### config.mk
export PLATFORM = sky130hd
export DESIGN_NAME = delayedWriteMatcher
export DESIGN_NICKNAME = d
export VERILOG_FILES = /design/src/rtl/dwmPkg.sv /design/src/rtl/dwmDatapath.sv /design/src/rtl/dwmTimer.sv /design/src/rtl/dwmControl.sv /design/src/rtl/delayedWriteMatcher.sv
export SDC_FILE = /design/constraint.sdc
export NUM_CORES = 1
export LEC_CHECK = 0
export BUFFER_PORTS_ARGS = -buffer_cell sky130_fd_sc_hd__buf_4
export CAP_MARGIN = 5
export CELL_PAD_IN_SITES_DETAIL_PLACEMENT = 1
export CELL_PAD_IN_SITES_GLOBAL_PLACEMENT = 2
export CORE_MARGIN = 2
export CORE_UTILIZATION = 30
export DETAILED_ROUTE_END_ITERATION = 6
export PLACE_DENSITY_LB_ADDON = 0.1
export SLEW_MARGIN = 25
export SYNTH_ARGS = -nofsm -noshare
export SYNTH_HDL_FRONTEND = slang
export SYNTH_SLANG_ARGS = --single-unit
### constraint.sdc
create_clock -name clk -period 1.9 [get_ports clk]
set_input_delay 0.38 -clock clk [delete_from_list [all_inputs] [get_ports clk]]
set_output_delay 0.38 -clock clk [all_outputs]
set_load 0.02 [all_outputs]
### src/rtl/dwmPkg.sv
package dwmPkg;
  typedef struct packed {
    logic captureReq;
    logic captureDone;
  } dwmStrobes_t;
endpackage

### src/rtl/dwmDatapath.sv
module dwmDatapath
  import dwmPkg::*;
#(
  parameter int ADDR_W = 32,
  parameter int CMD_W  = 4,
  parameter int DATA_W = 32,
  parameter int BE_W   = 4,
  parameter int STAT_W = 2
) (
  input  logic              clk,
  input  logic              rstN,
  input  dwmStrobes_t       strobes,
  input  logic [ADDR_W-1:0] loadAddr,
  input  logic [CMD_W-1:0]  loadCmd,
  input  logic [DATA_W-1:0] loadData,
  input  logic [BE_W-1:0]   loadBe,
  input  logic [STAT_W-1:0] doneStatus,
  input  logic              donePerr,
  input  logic [ADDR_W-1:0] retryAddr,
  input  logic [CMD_W-1:0]  retryCmd,
  input  logic [DATA_W-1:0] retryData,
  input  logic [BE_W-1:0]   retryBe,
  input  logic              retryPar,
  output logic              isMatch,
  output logic              parErr,
  output logic [STAT_W-1:0] headStatus,
  output logic              headTgtPerr
);
  localparam int PAR_W = DATA_W + BE_W;

  logic [ADDR_W-1:0] hAddr;
  logic [CMD_W-1:0]  hCmd;
  logic [DATA_W-1:0] hData;
  logic [BE_W-1:0]   hBe;
  logic [PAR_W-1:0]  parVec;

  always_ff @(posedge clk or negedge rstN) begin
    if (!rstN) begin
      hAddr       <= '0;
      hCmd        <= '0;
      hData       <= '0;
      hBe         <= '0;
      headStatus  <= '0;
      headTgtPerr <= 1'b0;
    end else begin
      if (strobes.captureReq) begin
        hAddr <= loadAddr;
        hCmd  <= loadCmd;
        hData <= loadData;
        hBe   <= loadBe;
      end
      if (strobes.captureDone) begin
        headStatus  <= doneStatus;
        headTgtPerr <= donePerr;
      end
    end
  end

  // Parity bit deliberately left out of the comparison.
  assign isMatch = (retryAddr == hAddr) && (retryCmd == hCmd) &&
                   (retryData == hData) && (retryBe == hBe);

  assign parVec = {retryData, retryBe};
  assign parErr = (^parVec) != retryPar;
endmodule

### src/rtl/dwmTimer.sv
module dwmTimer #(
  parameter int TIMEOUT_CYCLES = 4096
) (
  input  logic clk,
  input  logic rstN,
  input  logic reload,
  input  logic run,
  output logic expire
);
  localparam int CNT_W = $clog2(TIMEOUT_CYCLES + 1);
  localparam logic [CNT_W-1:0] LAST = CNT_W'(TIMEOUT_CYCLES - 1);

  logic [CNT_W-1:0] count;

  always_ff @(posedge clk or negedge rstN) begin
    if (!rstN)       count <= '0;
    else if (reload) count <= '0;
    else if (run)    count <= count + 1'b1;
  end

  assign expire = run && (count == LAST);
endmodule

### src/rtl/dwmControl.sv
module dwmControl
  import dwmPkg::*;
#(
  parameter int STAT_W = 2
) (
  input  logic              clk,
  input  logic              rstN,
  input  logic              perrRespEn,
  input  logic              loadValid,
  input  logic              doneValid,
  input  logic              donePerr,
  input  logic              retryValid,
  input  logic              clrPerrDetected,
  input  logic              clrDataPerr,
  input  logic              isMatch,
  input  logic              parErr,
  input  logic [STAT_W-1:0] headStatus,
  input  logic              headTgtPerr,
  input  logic              expire,
  output dwmStrobes_t       strobes,
  output logic              entryValid,
  output logic              trdy,
  output logic              stop,
  output logic              statusValid,
  output logic [STAT_W-1:0] statusOut,
  output logic              dequeue,
  output logic              perrStrobe,
  output logic              serr,
  output logic              stsPerrDetected,
  output logic              stsDataPerr
);
  localparam int LAG = 3;

  logic           doneSeen;
  logic           retryHit;
  logic           cleanHit;
  logic           expireEff;
  logic           perrReq;
  logic [LAG-1:0] perrPipe;

  always_comb begin
    retryHit            = retryValid && entryValid && doneSeen && isMatch;
    cleanHit            = retryHit && !parErr;
    expireEff           = expire && !cleanHit;
    perrReq             = retryHit && perrRespEn && (parErr || headTgtPerr);
    strobes.captureReq  = loadValid && !entryValid;
    strobes.captureDone = doneValid && entryValid && !doneSeen;
  end

  always_ff @(posedge clk or negedge rstN) begin
    if (!rstN) begin
      entryValid      <= 1'b0;
      doneSeen        <= 1'b0;
      trdy            <= 1'b0;
      stop            <= 1'b0;
      statusValid     <= 1'b0;
      statusOut       <= '0;
      dequeue         <= 1'b0;
      serr            <= 1'b0;
      perrPipe        <= '0;
      stsPerrDetected <= 1'b0;
      stsDataPerr     <= 1'b0;
    end else begin
      if (strobes.captureReq)         entryValid <= 1'b1;
      else if (cleanHit || expireEff) entryValid <= 1'b0;

      if (cleanHit || expireEff)       doneSeen <= 1'b0;
      else if (strobes.captureDone)    doneSeen <= 1'b1;

      trdy        <= retryHit;
      stop        <= retryValid && !retryHit;
      statusValid <= cleanHit;
      statusOut   <= cleanHit ? headStatus : '0;
      dequeue     <= cleanHit || expireEff;
      serr        <= expireEff;
      perrPipe    <= {perrPipe[LAG-2:0], perrReq};

      stsPerrDetected <= (stsPerrDetected && !clrPerrDetected) || (retryHit && parErr);
      stsDataPerr     <= (stsDataPerr && !clrDataPerr) ||
                         (strobes.captureDone && donePerr && perrRespEn);
    end
  end

  assign perrStrobe = perrPipe[LAG-1];
endmodule

### src/rtl/delayedWriteMatcher.sv
module delayedWriteMatcher
  import dwmPkg::*;
#(
  parameter int ADDR_W         = 32,
  parameter int CMD_W          = 4,
  parameter int DATA_W         = 32,
  parameter int BE_W           = 4,
  parameter int STAT_W         = 2,
  parameter int TIMEOUT_CYCLES = 4096
) (
  input  logic              clk,
  input  logic              rstN,
  input  logic              perrRespEn,
  input  logic              loadValid,
  input  logic [ADDR_W-1:0] loadAddr,
  input  logic [CMD_W-1:0]  loadCmd,
  input  logic [DATA_W-1:0] loadData,
  input  logic [BE_W-1:0]   loadBe,
  input  logic              doneValid,
  input  logic [STAT_W-1:0] doneStatus,
  input  logic              donePerr,
  input  logic              retryValid,
  input  logic [ADDR_W-1:0] retryAddr,
  input  logic [CMD_W-1:0]  retryCmd,
  input  logic [DATA_W-1:0] retryData,
  input  logic [BE_W-1:0]   retryBe,
  input  logic              retryPar,
  input  logic              clrPerrDetected,
  input  logic              clrDataPerr,
  output logic              trdy,
  output logic              stop,
  output logic              statusValid,
  output logic [STAT_W-1:0] statusOut,
  output logic              dequeue,
  output logic              perrStrobe,
  output logic              serr,
  output logic              stsPerrDetected,
  output logic              stsDataPerr
);
  dwmStrobes_t       strobes;
  logic              isMatch;
  logic              parErr;
  logic [STAT_W-1:0] headStatus;
  logic              headTgtPerr;
  logic              entryValid;
  logic              expire;

  dwmDatapath #(
    .ADDR_W(ADDR_W), .CMD_W(CMD_W), .DATA_W(DATA_W), .BE_W(BE_W), .STAT_W(STAT_W)
  ) u_datapath (
    .clk(clk), .rstN(rstN), .strobes(strobes),
    .loadAddr(loadAddr), .loadCmd(loadCmd), .loadData(loadData), .loadBe(loadBe),
    .doneStatus(doneStatus), .donePerr(donePerr),
    .retryAddr(retryAddr), .retryCmd(retryCmd), .retryData(retryData),
    .retryBe(retryBe), .retryPar(retryPar),
    .isMatch(isMatch), .parErr(parErr), .headStatus(headStatus), .headTgtPerr(headTgtPerr)
  );

  dwmTimer #(.TIMEOUT_CYCLES(TIMEOUT_CYCLES)) u_timer (
    .clk(clk), .rstN(rstN), .reload(strobes.captureReq), .run(entryValid), .expire(expire)
  );

  dwmControl #(.STAT_W(STAT_W)) u_control (
    .clk(clk), .rstN(rstN), .perrRespEn(perrRespEn), .loadValid(loadValid),
    .doneValid(doneValid), .donePerr(donePerr), .retryValid(retryValid),
    .clrPerrDetected(clrPerrDetected), .clrDataPerr(clrDataPerr),
    .isMatch(isMatch), .parErr(parErr), .headStatus(headStatus), .headTgtPerr(headTgtPerr),
    .expire(expire), .strobes(strobes), .entryValid(entryValid),
    .trdy(trdy), .stop(stop), .statusValid(statusValid), .statusOut(statusOut),
    .dequeue(dequeue), .perrStrobe(perrStrobe), .serr(serr),
    .stsPerrDetected(stsPerrDetected), .stsDataPerr(stsDataPerr)
  );
endmodule

==> metrics <==
drt total wl=between 15 and 20 mm; GP Congestion=approximately 0.77; fin util=0.447; Overall Global Routing Usage=0.191; sequential area share after synthesis=0.509; Post-synth EDFFs=0; Required @ worst endpoint=around 2.2 ns; Routed Antenna Nets=0; ys async rst share=1.00; Yosys top cell by area=dfrtp_1; synthesized-area fraction occupied by xor and xnor cells=0.200; RSZ-0062 raised after global routing=true; mux cell area share after synthesis=0.0230; first-pass iteration count of the detailed router=4; clock slew at reported path FFs=about 0.070 ns; Max Cap Viol=0; area grow syn2layout=46.9%; GRT overflow=0; core box area=between 15000 and 20000 sq um; Hold Crit Class=in -> async; failing checks=negative hold slack, negative setup slack; Synth Register Bits=~100; vias=4274; Top Ports=~170; Nets=902; Site Rows=47; final hold slack=-0.00232 ns; die height=~130 microns; max-slew violation count=0; crit end category=register; vias per cell=~4.4; clk_skew=between 0.004 and 0.005 ns; ys flop type=dfrtp_1; CP Class=in -> reg; Power Density=873 nW/um^2; Worst EP arrival=about 2.4 ns; Setup violations, final=11; CTS Sinks=102; Max Clock Freq=479 MHz; largest net degree at the start of global routing=between 50 and 60; post-DP HPWL=between 10 and 15 mm; mapped cell area=approximately 5000 sq um; initial core utilization=0.304; H-tree depth=3; Residual DRC=0; initial antenna violation count=0; Power Total=between 6 and 7 mW; clock buffer depth=2; Slew HR=0.575; Clk Tree Root Cell=clkbuf_16; status=finished with violations; share of cells above drive strength 1=0.335; R2R setup slack=-0.10 ns; WL/cell=16.6 microns; Setup crit start kind=primary input; Final Critical Period=~2.1 ns; Netlist cell types=27; global-route wire length before repair=roughly 26 mm; simple-gate share of the synthesized area=0.229; initial detailed-routing violation count=169; final count of hold timing violations=3; post-synth top area share=0.509; TNS Setup=-1.09 ns; main area contributors after synthesis=dfrtp_1, nand2_1, xnor2_1; Tcrit/Tclk final=1.10; commonest cells after routing, fill and taps aside=nand2_1, buf_4, dfrtp_1, xnor2_1, xor2_1; adder-cell share of the synthesized area=0.00250; leading cell type in the layout, fill and taps excluded=nand2_1; Avg Cell Area, Syn=9.30 sq um; CTS tree=yes; die area=about 18000 sq um; largest family of logic cells by synthesized area=simple AND/OR/NAND/NOR gates; worst-path fanout max=7; vias in the first global route=approximately 5000; Pleak=approximately 3.7 nW; die width=133 microns; n_diodes=0; Post-Syn Instances=between 500 and 600; slew of the pin with the lowest slew margin=between 0.6 and 0.7 ns; Clk Latency, worst-skew pair=between 0.3 and 0.4 ns; number of buffers created by CTS=9; PortBufs=between 150 and 200; Compound-Gate Fraction of Synth Area=0.0195; worst vdd ir=between 0.4 and 0.5 mV; YS warnings=0; Final WS setup=-0.188 ns; Syn Nets=a little under 700
-- logic make-up after synthesis --
family                   after synthesis
buffers and inverters                 23
flip-flops                           102
multiplexers                          11
AND/OR/NAND/NOR                      279
adder cells (fa/ha/maj)                1
AO/OA/AOI/OAI                         12
XOR/XNOR                             111
-- timing repair --
item,4_1_cts,5_1_grt
pin swaps,6,6
hold buffers,0,0
setup buffers,0,2
gates resized for setup,11,9
setup endpoints to repair,11,11
-- registers in the layout, indices dropped and copies added (netlist names), 2 cells and up --
| register | flops |
|---|---|
| u_datapath.headStatus | 2 |
| u_control.statusOut | 2 |
| u_control.perrPipe | 3 |
| u_datapath.hAddr | 32 |
| u_timer.count | 13 |
| u_datapath.hData | 32 |
| u_datapath.hCmd | 4 |
| u_datapath.hBe | 4 |
-- final cells by class --
| cell class | count | area [sq um] |
|---|---|---|
| inverters | 5 | 18.8 |
| clock inverters | 3 | 65.1 |
| well taps | 220 | 275 |
| clock buffers | 13 | 270 |
| repair buffers | 213 | 1690 |
| flip-flops and latches | 102 | 2550 |
| fillers | 1940 | 9100 |
| multi-input cells | 414 | 2500 |
-- worst max-delay path, cell delays in order --
cell and delay (ns):
buf_4 0.12, xnor2_1 0.34, xnor2_1 0.22, xnor2_2 0.15
xnor3_2 0.39, xnor2_2 0.52, o311a_1 0.24
-- per-layer routing --
metal | global-route usage | wire length [microns]
met5 | 0 | 0
met4 | 0.0621 | 229
met3 | 0.0430 | 807
met2 | 0.332 | 8100
met1 | 0.234 | 6950
-- path summary, 6_finish.rpt --
check / startpoint / to / cells after the start
setup / recovery: retryData[27] / u_control.serr$_DFF_PN0_ / 7
hold reg to reg: u_control.perrPipe[1]$_DFF_PN0_ / u_control.perrPipe[2]$_DFF_PN0_ / 0
min in group clk: clrDataPerr / u_control.stsDataPerr$_DFF_PN0_ / 2
setup reg to reg: u_datapath.hData[13]$_DFFE_PN0P_ / u_control.perrPipe[0]$_DFF_PN0_ / 9
max in group asynchronous: rstN / u_timer.count[8]$_DFFE_PN0P_ / 2
hold / removal: rstN / u_control.perrPipe[1]$_DFF_PN0_ / 1
-- power breakdown --
part	internal (mW)	leakage, nW	switching (mW)
clock network	1.26	0.166	0.836
registers	2.44	1.28	0.248
logic	0.849	2.26	0.787
-- synthesized netlist by cell type (4+ instances only) --
library cell	number
nand4_1	17
mux2i_1	7
nor2_1	5
dfrtp_1	102
nand3_1	11
xnor2_1	89
xor2_1	19
mux2_2	4
clkbuf_1	18
nand2_1	228
inv_1	5
a22o_1	5
nor4_1	8
-- metrics by stage --
step                      area [sq um]  setup WS, ns  hold WS, ns  cells
after floorplan                   5010        0.0131       0.0844    539
after global placement            6890        -0.544        0.337    952
after detailed placement          6890        -0.495        0.339    952
after CTS                         7300        -0.109       0.0104    968
after global routing              7360        -0.234       0.0280    970
final                             7360        -0.188     -0.00232    970
Power figures use the tool's default switching activity.
